File: config.mk
export PLATFORM = sky130hd
export DESIGN_NAME = uart_loopback_core
export DESIGN_NICKNAME = d
export VERILOG_FILES = /design/src/rtl/uart_lb_pkg.sv /design/src/rtl/lb_modem_map.sv /design/src/rtl/lb_break_det.sv /design/src/rtl/lb_route.sv /design/src/rtl/lb_rxq.sv /design/src/rtl/uart_loopback_core.sv
export SDC_FILE = /design/constraint.sdc
export NUM_CORES = 1
export LEC_CHECK = 0
export BUFFER_PORTS_ARGS = -buffer_cell sky130_fd_sc_hd__buf_4
export CELL_PAD_IN_SITES_DETAIL_PLACEMENT = 1
export CELL_PAD_IN_SITES_GLOBAL_PLACEMENT = 1
export CORE_MARGIN = 5
export CORE_UTILIZATION = 40
export CTS_CLUSTER_DIAMETER = 150
export DETAILED_ROUTE_END_ITERATION = 12
export HOLD_SLACK_MARGIN = 0.03
export PLACE_DENSITY = 0.71
export SYNTH_ARGS = -nofsm -noshare
export SYNTH_HDL_FRONTEND = slang
export SYNTH_SLANG_ARGS = --single-unit
File: constraint.sdc
create_clock -name clk -period 5.1 [get_ports clk]
set_input_delay 0.51 -clock clk [delete_from_list [all_inputs] [get_ports clk]]
set_output_delay 0.51 -clock clk [all_outputs]
set_load 0.02 [all_outputs]
File: src/rtl/uart_lb_pkg.sv
package uart_lb_pkg;
  // control word bit positions
  localparam int CTRL_W  = 5;
  localparam int CB_LB   = 0;
  localparam int CB_DTR  = 1;
  localparam int CB_RTS  = 2;
  localparam int CB_OUT1 = 3;
  localparam int CB_OUT2 = 4;
  // modem status bit positions
  localparam int MS_W    = 4;
  localparam int MS_DSR  = 0;
  localparam int MS_DCD  = 1;
  localparam int MS_CTS  = 2;
  localparam int MS_RI   = 3;
  // break marker bit in a queued word
  localparam int BRK_POS = 10;

  typedef logic [CTRL_W-1:0] ctrl_t;
  typedef logic [MS_W-1:0]   modem_t;

  function automatic modem_t cross_map(input ctrl_t c);
    modem_t m;
    m         = '0;
    m[MS_DSR] = c[CB_DTR];
    m[MS_DCD] = c[CB_OUT1];
    m[MS_CTS] = c[CB_RTS];
    m[MS_RI]  = c[CB_OUT2];
    return m;
  endfunction
endpackage

File: src/rtl/lb_modem_map.sv
module lb_modem_map
  import uart_lb_pkg::*;
(
  input  logic   clk,
  input  logic   rst_n,
  input  logic   ctrl_wr,
  input  ctrl_t  ctrl_wdata,
  input  modem_t ms_clr,
  input  modem_t ext_modem,
  output logic   lb_on,
  output modem_t modem_flags,
  output modem_t ms_irq
);
  logic   lb_q, lb_n;
  modem_t flags_q, flags_n;
  modem_t irq_q, irq_n;
  logic   regen;

  always_comb begin
    lb_n    = lb_q;
    flags_n = flags_q;
    irq_n   = irq_q & ~ms_clr;
    regen   = ctrl_wr && ctrl_wdata[CB_LB];
    if (ctrl_wr) begin
      lb_n = ctrl_wdata[CB_LB];
    end
    if (regen) begin
      flags_n = cross_map(ctrl_wdata);
      irq_n   = cross_map(ctrl_wdata);
    end else if (!lb_n) begin
      flags_n = ext_modem;
    end
  end

  always_ff @(posedge clk or negedge rst_n) begin
    if (!rst_n) begin
      lb_q    <= 1'b0;
      flags_q <= '0;
      irq_q   <= '0;
    end else begin
      lb_q    <= lb_n;
      flags_q <= flags_n;
      irq_q   <= irq_n;
    end
  end

  assign lb_on       = lb_q;
  assign modem_flags = flags_q;
  assign ms_irq      = irq_q;
endmodule

File: src/rtl/lb_break_det.sv
module lb_break_det (
  input  logic clk,
  input  logic rst_n,
  input  logic lcr_wr,
  input  logic lcr_brk,
  input  logic lb_on,
  output logic brk_push
);
  logic brk_q, brk_n;

  always_comb begin
    brk_n = lcr_wr ? lcr_brk : brk_q;
  end

  assign brk_push = lcr_wr && lcr_brk && !brk_q && lb_on;

  always_ff @(posedge clk or negedge rst_n) begin
    if (!rst_n) begin
      brk_q <= 1'b0;
    end else begin
      brk_q <= brk_n;
    end
  end
endmodule

File: src/rtl/lb_route.sv
module lb_route
  import uart_lb_pkg::*;
#(
  parameter int WORD_W = 12,
  parameter int RXD_W  = 8
) (
  input  logic              lb_on,
  input  logic              tx_wr,
  input  logic [WORD_W-1:0] tx_data,
  input  logic              brk_push,
  input  logic              ext_rx_valid,
  input  logic [RXD_W-1:0]  ext_rx_data,
  output logic [1:0]        push_n,
  output logic [WORD_W-1:0] word0,
  output logic [WORD_W-1:0] word1
);
  localparam logic [WORD_W-1:0] BRK_WORD = {{(WORD_W-1){1'b0}}, 1'b1} << BRK_POS;
  localparam logic [WORD_W-1:0] ZERO_W   = '0;

  logic [WORD_W-1:0] ext_word;
  assign ext_word = {{(WORD_W-RXD_W){1'b0}}, ext_rx_data};

  always_comb begin
    push_n = 2'd0;
    word0  = ZERO_W;
    word1  = ZERO_W;
    if (lb_on) begin
      if (tx_wr && brk_push) begin
        push_n = 2'd2;
        word0  = tx_data;
        word1  = BRK_WORD;
      end else if (tx_wr) begin
        push_n = 2'd1;
        word0  = tx_data;
      end else if (brk_push) begin
        push_n = 2'd1;
        word0  = BRK_WORD;
      end
    end else if (ext_rx_valid) begin
      push_n = 2'd1;
      word0  = ext_word;
    end
  end
endmodule

File: src/rtl/lb_rxq.sv
module lb_rxq #(
  parameter int WORD_W = 12,
  parameter int DEPTH  = 16,
  localparam int PW    = $clog2(DEPTH),
  localparam int LVL_W = PW + 1
) (
  input  logic              clk,
  input  logic              rst_n,
  input  logic [1:0]        push_n,
  input  logic [WORD_W-1:0] word0,
  input  logic [WORD_W-1:0] word1,
  input  logic              pop,
  output logic              valid,
  output logic [WORD_W-1:0] head,
  output logic [LVL_W-1:0]  level
);
  localparam logic [LVL_W-1:0] DEPTH_L = LVL_W'(DEPTH);
  localparam logic [PW-1:0]    ONE_P   = PW'(1);

  logic [WORD_W-1:0] mem [DEPTH];
  logic [PW-1:0]     wp_q, wp_n, rp_q, rp_n;
  logic [LVL_W-1:0]  cnt_q, cnt_n;
  logic [LVL_W-1:0]  space, req, acc;
  logic              do_pop;
  logic              we0, we1;

  always_comb begin
    space  = DEPTH_L - cnt_q;
    req    = {{(LVL_W-2){1'b0}}, push_n};
    acc    = (req > space) ? space : req;
    do_pop = pop && (cnt_q != '0);
    we0    = acc != '0;
    we1    = acc > LVL_W'(1);
    wp_n   = wp_q + acc[PW-1:0];
    rp_n   = do_pop ? rp_q + ONE_P : rp_q;
    cnt_n  = cnt_q + acc - LVL_W'(do_pop);
  end

  always_ff @(posedge clk or negedge rst_n) begin
    if (!rst_n) begin
      wp_q  <= '0;
      rp_q  <= '0;
      cnt_q <= '0;
    end else begin
      wp_q  <= wp_n;
      rp_q  <= rp_n;
      cnt_q <= cnt_n;
    end
  end

  always_ff @(posedge clk) begin
    if (we0) begin
      mem[wp_q] <= word0;
    end
    if (we1) begin
      mem[wp_q + ONE_P] <= word1;
    end
  end

  assign valid = cnt_q != '0;
  assign head  = mem[rp_q];
  assign level = cnt_q;
endmodule

File: src/rtl/uart_loopback_core.sv
module uart_loopback_core
  import uart_lb_pkg::*;
#(
  parameter int WORD_W = 12,
  parameter int RXD_W  = 8,
  parameter int DEPTH  = 16,
  localparam int LVL_W = $clog2(DEPTH) + 1
) (
  input  logic              clk,
  input  logic              rst_n,
  input  logic              ctrl_wr,
  input  logic [4:0]        ctrl_wdata,
  input  logic [3:0]        ms_clr,
  input  logic              lcr_wr,
  input  logic              lcr_brk,
  input  logic              tx_wr,
  input  logic [WORD_W-1:0] tx_data,
  input  logic              ext_rx_valid,
  input  logic [RXD_W-1:0]  ext_rx_data,
  input  logic [3:0]        ext_modem,
  input  logic              rx_pop,
  output logic              rx_valid,
  output logic [WORD_W-1:0] rx_word,
  output logic [LVL_W-1:0]  rx_level,
  output logic [3:0]        modem_flags,
  output logic [3:0]        ms_irq
);
  logic              lb_on;
  logic              brk_push;
  logic [1:0]        push_n;
  logic [WORD_W-1:0] word0, word1;

  lb_modem_map u_map (
    .clk        (clk),
    .rst_n      (rst_n),
    .ctrl_wr    (ctrl_wr),
    .ctrl_wdata (ctrl_wdata),
    .ms_clr     (ms_clr),
    .ext_modem  (ext_modem),
    .lb_on      (lb_on),
    .modem_flags(modem_flags),
    .ms_irq     (ms_irq)
  );

  lb_break_det u_brk (
    .clk     (clk),
    .rst_n   (rst_n),
    .lcr_wr  (lcr_wr),
    .lcr_brk (lcr_brk),
    .lb_on   (lb_on),
    .brk_push(brk_push)
  );

  lb_route #(.WORD_W(WORD_W), .RXD_W(RXD_W)) u_route (
    .lb_on       (lb_on),
    .tx_wr       (tx_wr),
    .tx_data     (tx_data),
    .brk_push    (brk_push),
    .ext_rx_valid(ext_rx_valid),
    .ext_rx_data (ext_rx_data),
    .push_n      (push_n),
    .word0       (word0),
    .word1       (word1)
  );

  lb_rxq #(.WORD_W(WORD_W), .DEPTH(DEPTH)) u_rxq (
    .clk   (clk),
    .rst_n (rst_n),
    .push_n(push_n),
    .word0 (word0),
    .word1 (word1),
    .pop   (rx_pop),
    .valid (rx_valid),
    .head  (rx_word),
    .level (rx_level)
  );
endmodule

==> results.cfg <==
[sta]
clock-skew-final_ps = 5.39
fin_ws_ps = 815
rsz0062_at_grt = no
relSlewSlack_pct = 19.0
setup_viol = 0
report.final.slew_viol_count = 0
hold_viol_final = 0
max_freq_mhz = 233
period_share_pct = 84.0
tns_ps = 0
min_period_ps = 4280
max_slew.worst_pin.slew_ps = 1220

[floorplan]
start_util_pct = 40.7
die_w_um = 181
io_pins = 67
rows = 62
dieArea_um2 = 32800
die_y_um = 181
coreArea_um2 = 28800

[place]
dp.final_hpwl_um = 27800
gp_congestion = 0.858
io_buffers = 66
dp_slack_ps = 814

[drt]
drt_first_pass_iters = 5
met1Wirelength_um = 17900
wl_per_cell_um = 25.6
drtIter0Drc = 881
wl_um = 41400
ant_nets = 0
num_vias = 10344
viasPerCell = 6.38
top_layer = met4
wl_met2_um = 18800
drc = 0
wl_met3_um = 3380

[logic_synthesis]
synth-main-ff-cell = dfxtp_1
yosys.area.top_type = dfxtp_1
synth_top_area_share_pct = 30.1
synth_edf_count = 16
yosysUniqueCellTypes = 59
ys_seq_elements = 215
netlist_instances = 1238
yosys_warnings = 0
ys_top_cells_by_count = 187 x a21oi_1, 176 x dfxtp_1, 169 x nand3_1
syn_area_per_cell_um2 = 9.46
yosys-top-cells-area = dfxtp_1 30%, mux4_2 12%, a21oi_1 8.0%, nand3_1 7.2%, o21ai_0 6.2%
async_reset_ff_share_pct = 10.7
ys_seq_area_share_pct = 39.1
synth.most_common_cell = a21oi_1
synth.cell_area_um2 = 11700

[clocking]
clock_latency_ps = 520
cts-root-buf = clkbuf_16
cts_buffers = 25
cts-hold-fix-buffers = 1
cts_resized = 0
postCtsSetupBuffers = 0
htreeDepth = 1
cts_buffer_depth = 3
cts_tree = yes
path_clk_slew_ps = 60
cts_sinks = 215

[hold_path]
hold_path.class = primary input to flop

[global_route]
grt_pass1_vias = 10382
grt_max_degree = 49
antenna_found_initial = 0
grt_pass1_wl_um = 63600
grt_overflow = 0
grt_usage_pct = 24.4

[worst_setup_path]
worstSetupStartpointType = flop
required_ps = 5550
critPathKind = flop to flop
worstSetupEndpointType = flop
crit_path_max_fanout = 19
crit_arrival_ps = 4730

[power_and_ir_drop]
irDropWorstVdd_v = 0.000307
power_leakage_nw = 4.70
p_per_area_nw_per_um2 = 658

[flow_run]
max_cap_violations = 0

[finish]
drive_above_1_share_pct = 20.9
syn2layout_area_growth_pct = 11.9
diodes = 0
fin_nets = 1279

[run_status]
status = finished clean
critical path, cell delays in order, from the launching register on:
cell and delay (ps):
dfrtp_1 640, inv_1 140, nor3_1 220, ha_1 290, a21oi_1 240, ha_1 270
a21boi_0 230, o221a_2 300, nand3_4 270, and2_1 300, ha_1 280, inv_1 60
fa_1 460, a21o_1 200, a21oi_1 180, xnor2_1 130
placed cells by master, fill, tap and decap left out, types with 5 or more instances in the layout:
cell,instances
clkbuf_16,26
nand2_1,20
xnor2_1,5
o32ai_1,16
nor2_1,6
and3_1,17
o2111ai_1,13
inv_1,17
dfrtp_1,21
nor3_2,18
buf_4,97
nor3_1,46
a211oi_1,8
mux4_2,60
or3_1,16
clkinv_2,6
a22o_1,8
a2111oi_4,12
nor2b_1,12
edfxtp_1,16
dfxtp_1,176
ha_1,17
nand3_1,169
o21ai_1,15
clkbuf_8,11
o21ai_0,146
a21oi_1,187
a211oi_2,14
area by class of cell:
cell class                 instances  area (µm²)
timing repair buffer              99         758
multi-input combinational        861        6360
fill                            3218       15700
tap                              384         480
clock inverter                     7        60.1
sequential                       215        4580
inverter                          17        63.8
clock buffer                      38         806
metrics by stage:
step           utilization (%)  total power [mW]  std cells  hold WS (ps)  cell area [µm²]
2_1_floorplan                -              5.55       1239           214            11700
3_3_place_gp              42.5              6.59       1575           427            12200
3_5_place_dp              42.5              6.75       1575           434            12200
4_1_cts                   45.5              8.63       1621           144            13100
5_1_grt                   45.5              9.06       1621           157            13100
6_report                  45.5              8.62       1621           168            13100
where the power goes:
| part | switching, mW | total [mW] | leakage (nW) | internal, mW |
|---|---|---|---|---|
| Combinational | 2.18 | 3.77 | 2.38 | 1.59 |
| Clock | 0.738 | 1.87 | 0.438 | 1.13 |
| Sequential | 0.587 | 2.98 | 1.88 | 2.39 |
| Total | 3.51 | 8.62 | 4.70 | 5.12 |
path summary, 6_finish.rpt:
kind | depth (start not counted) | from | endpoint | slack, ps
setup / recovery | 15 | flop | u_rxq.level[4]$_DFF_PN0_ | 820
hold / removal | 2 | lcr_wr | u_brk.brk_q$_DFFE_PN0P_ | 170
setup reg to reg | 15 | flop | u_rxq.level[4]$_DFF_PN0_ | 820
hold reg to reg | 2 | u_rxq.mem[13][7]$_SDFFE_PP0P_ | u_rxq.mem[13][7]$_SDFFE_PP0P_ | 470
max in group asynchronous | 2 | rst_n | u_rxq.rp_q[0]$_DFFE_PN0P_ | 4390
min in group asynchronous | 2 | rst_n | u_map.ms_irq[2]$_DFF_PN0_ | 430
routing by layer:
layer	vias up	global-route usage [%]
met5	-	0
met3	69	5.65
met1	5271	33.4
li1	4616	-
met4	0	7.78
met2	388	38.6
registers in the layout (all words and copies together), names as in the netlist, named ones only:
| name | count |
|---|---|
| u_rxq.wp_q | 4 |
| u_rxq.rp_q | 4 |
| u_map.ms_irq | 4 |
| u_rxq.mem | 192 |
| u_map.modem_flags | 4 |
| u_rxq.level | 5 |
| u_brk.brk_q | 1 |
logic make-up after synthesis:
family / Yosys count / synth area share [%]
other: 2 / 0.0641
AND/OR/NAND/NOR: 331 / 15.6
multiplexers: 65 / 12.0
XOR/XNOR: 9 / 0.673
AO/OA/AOI/OAI: 434 / 23.6
adder cells (fa/ha/maj): 19 / 2.16
flip-flops: 215 / 39.1
buffers and inverters: 163 / 6.79
No activity file was read; power rests on OpenSTA's default activity.
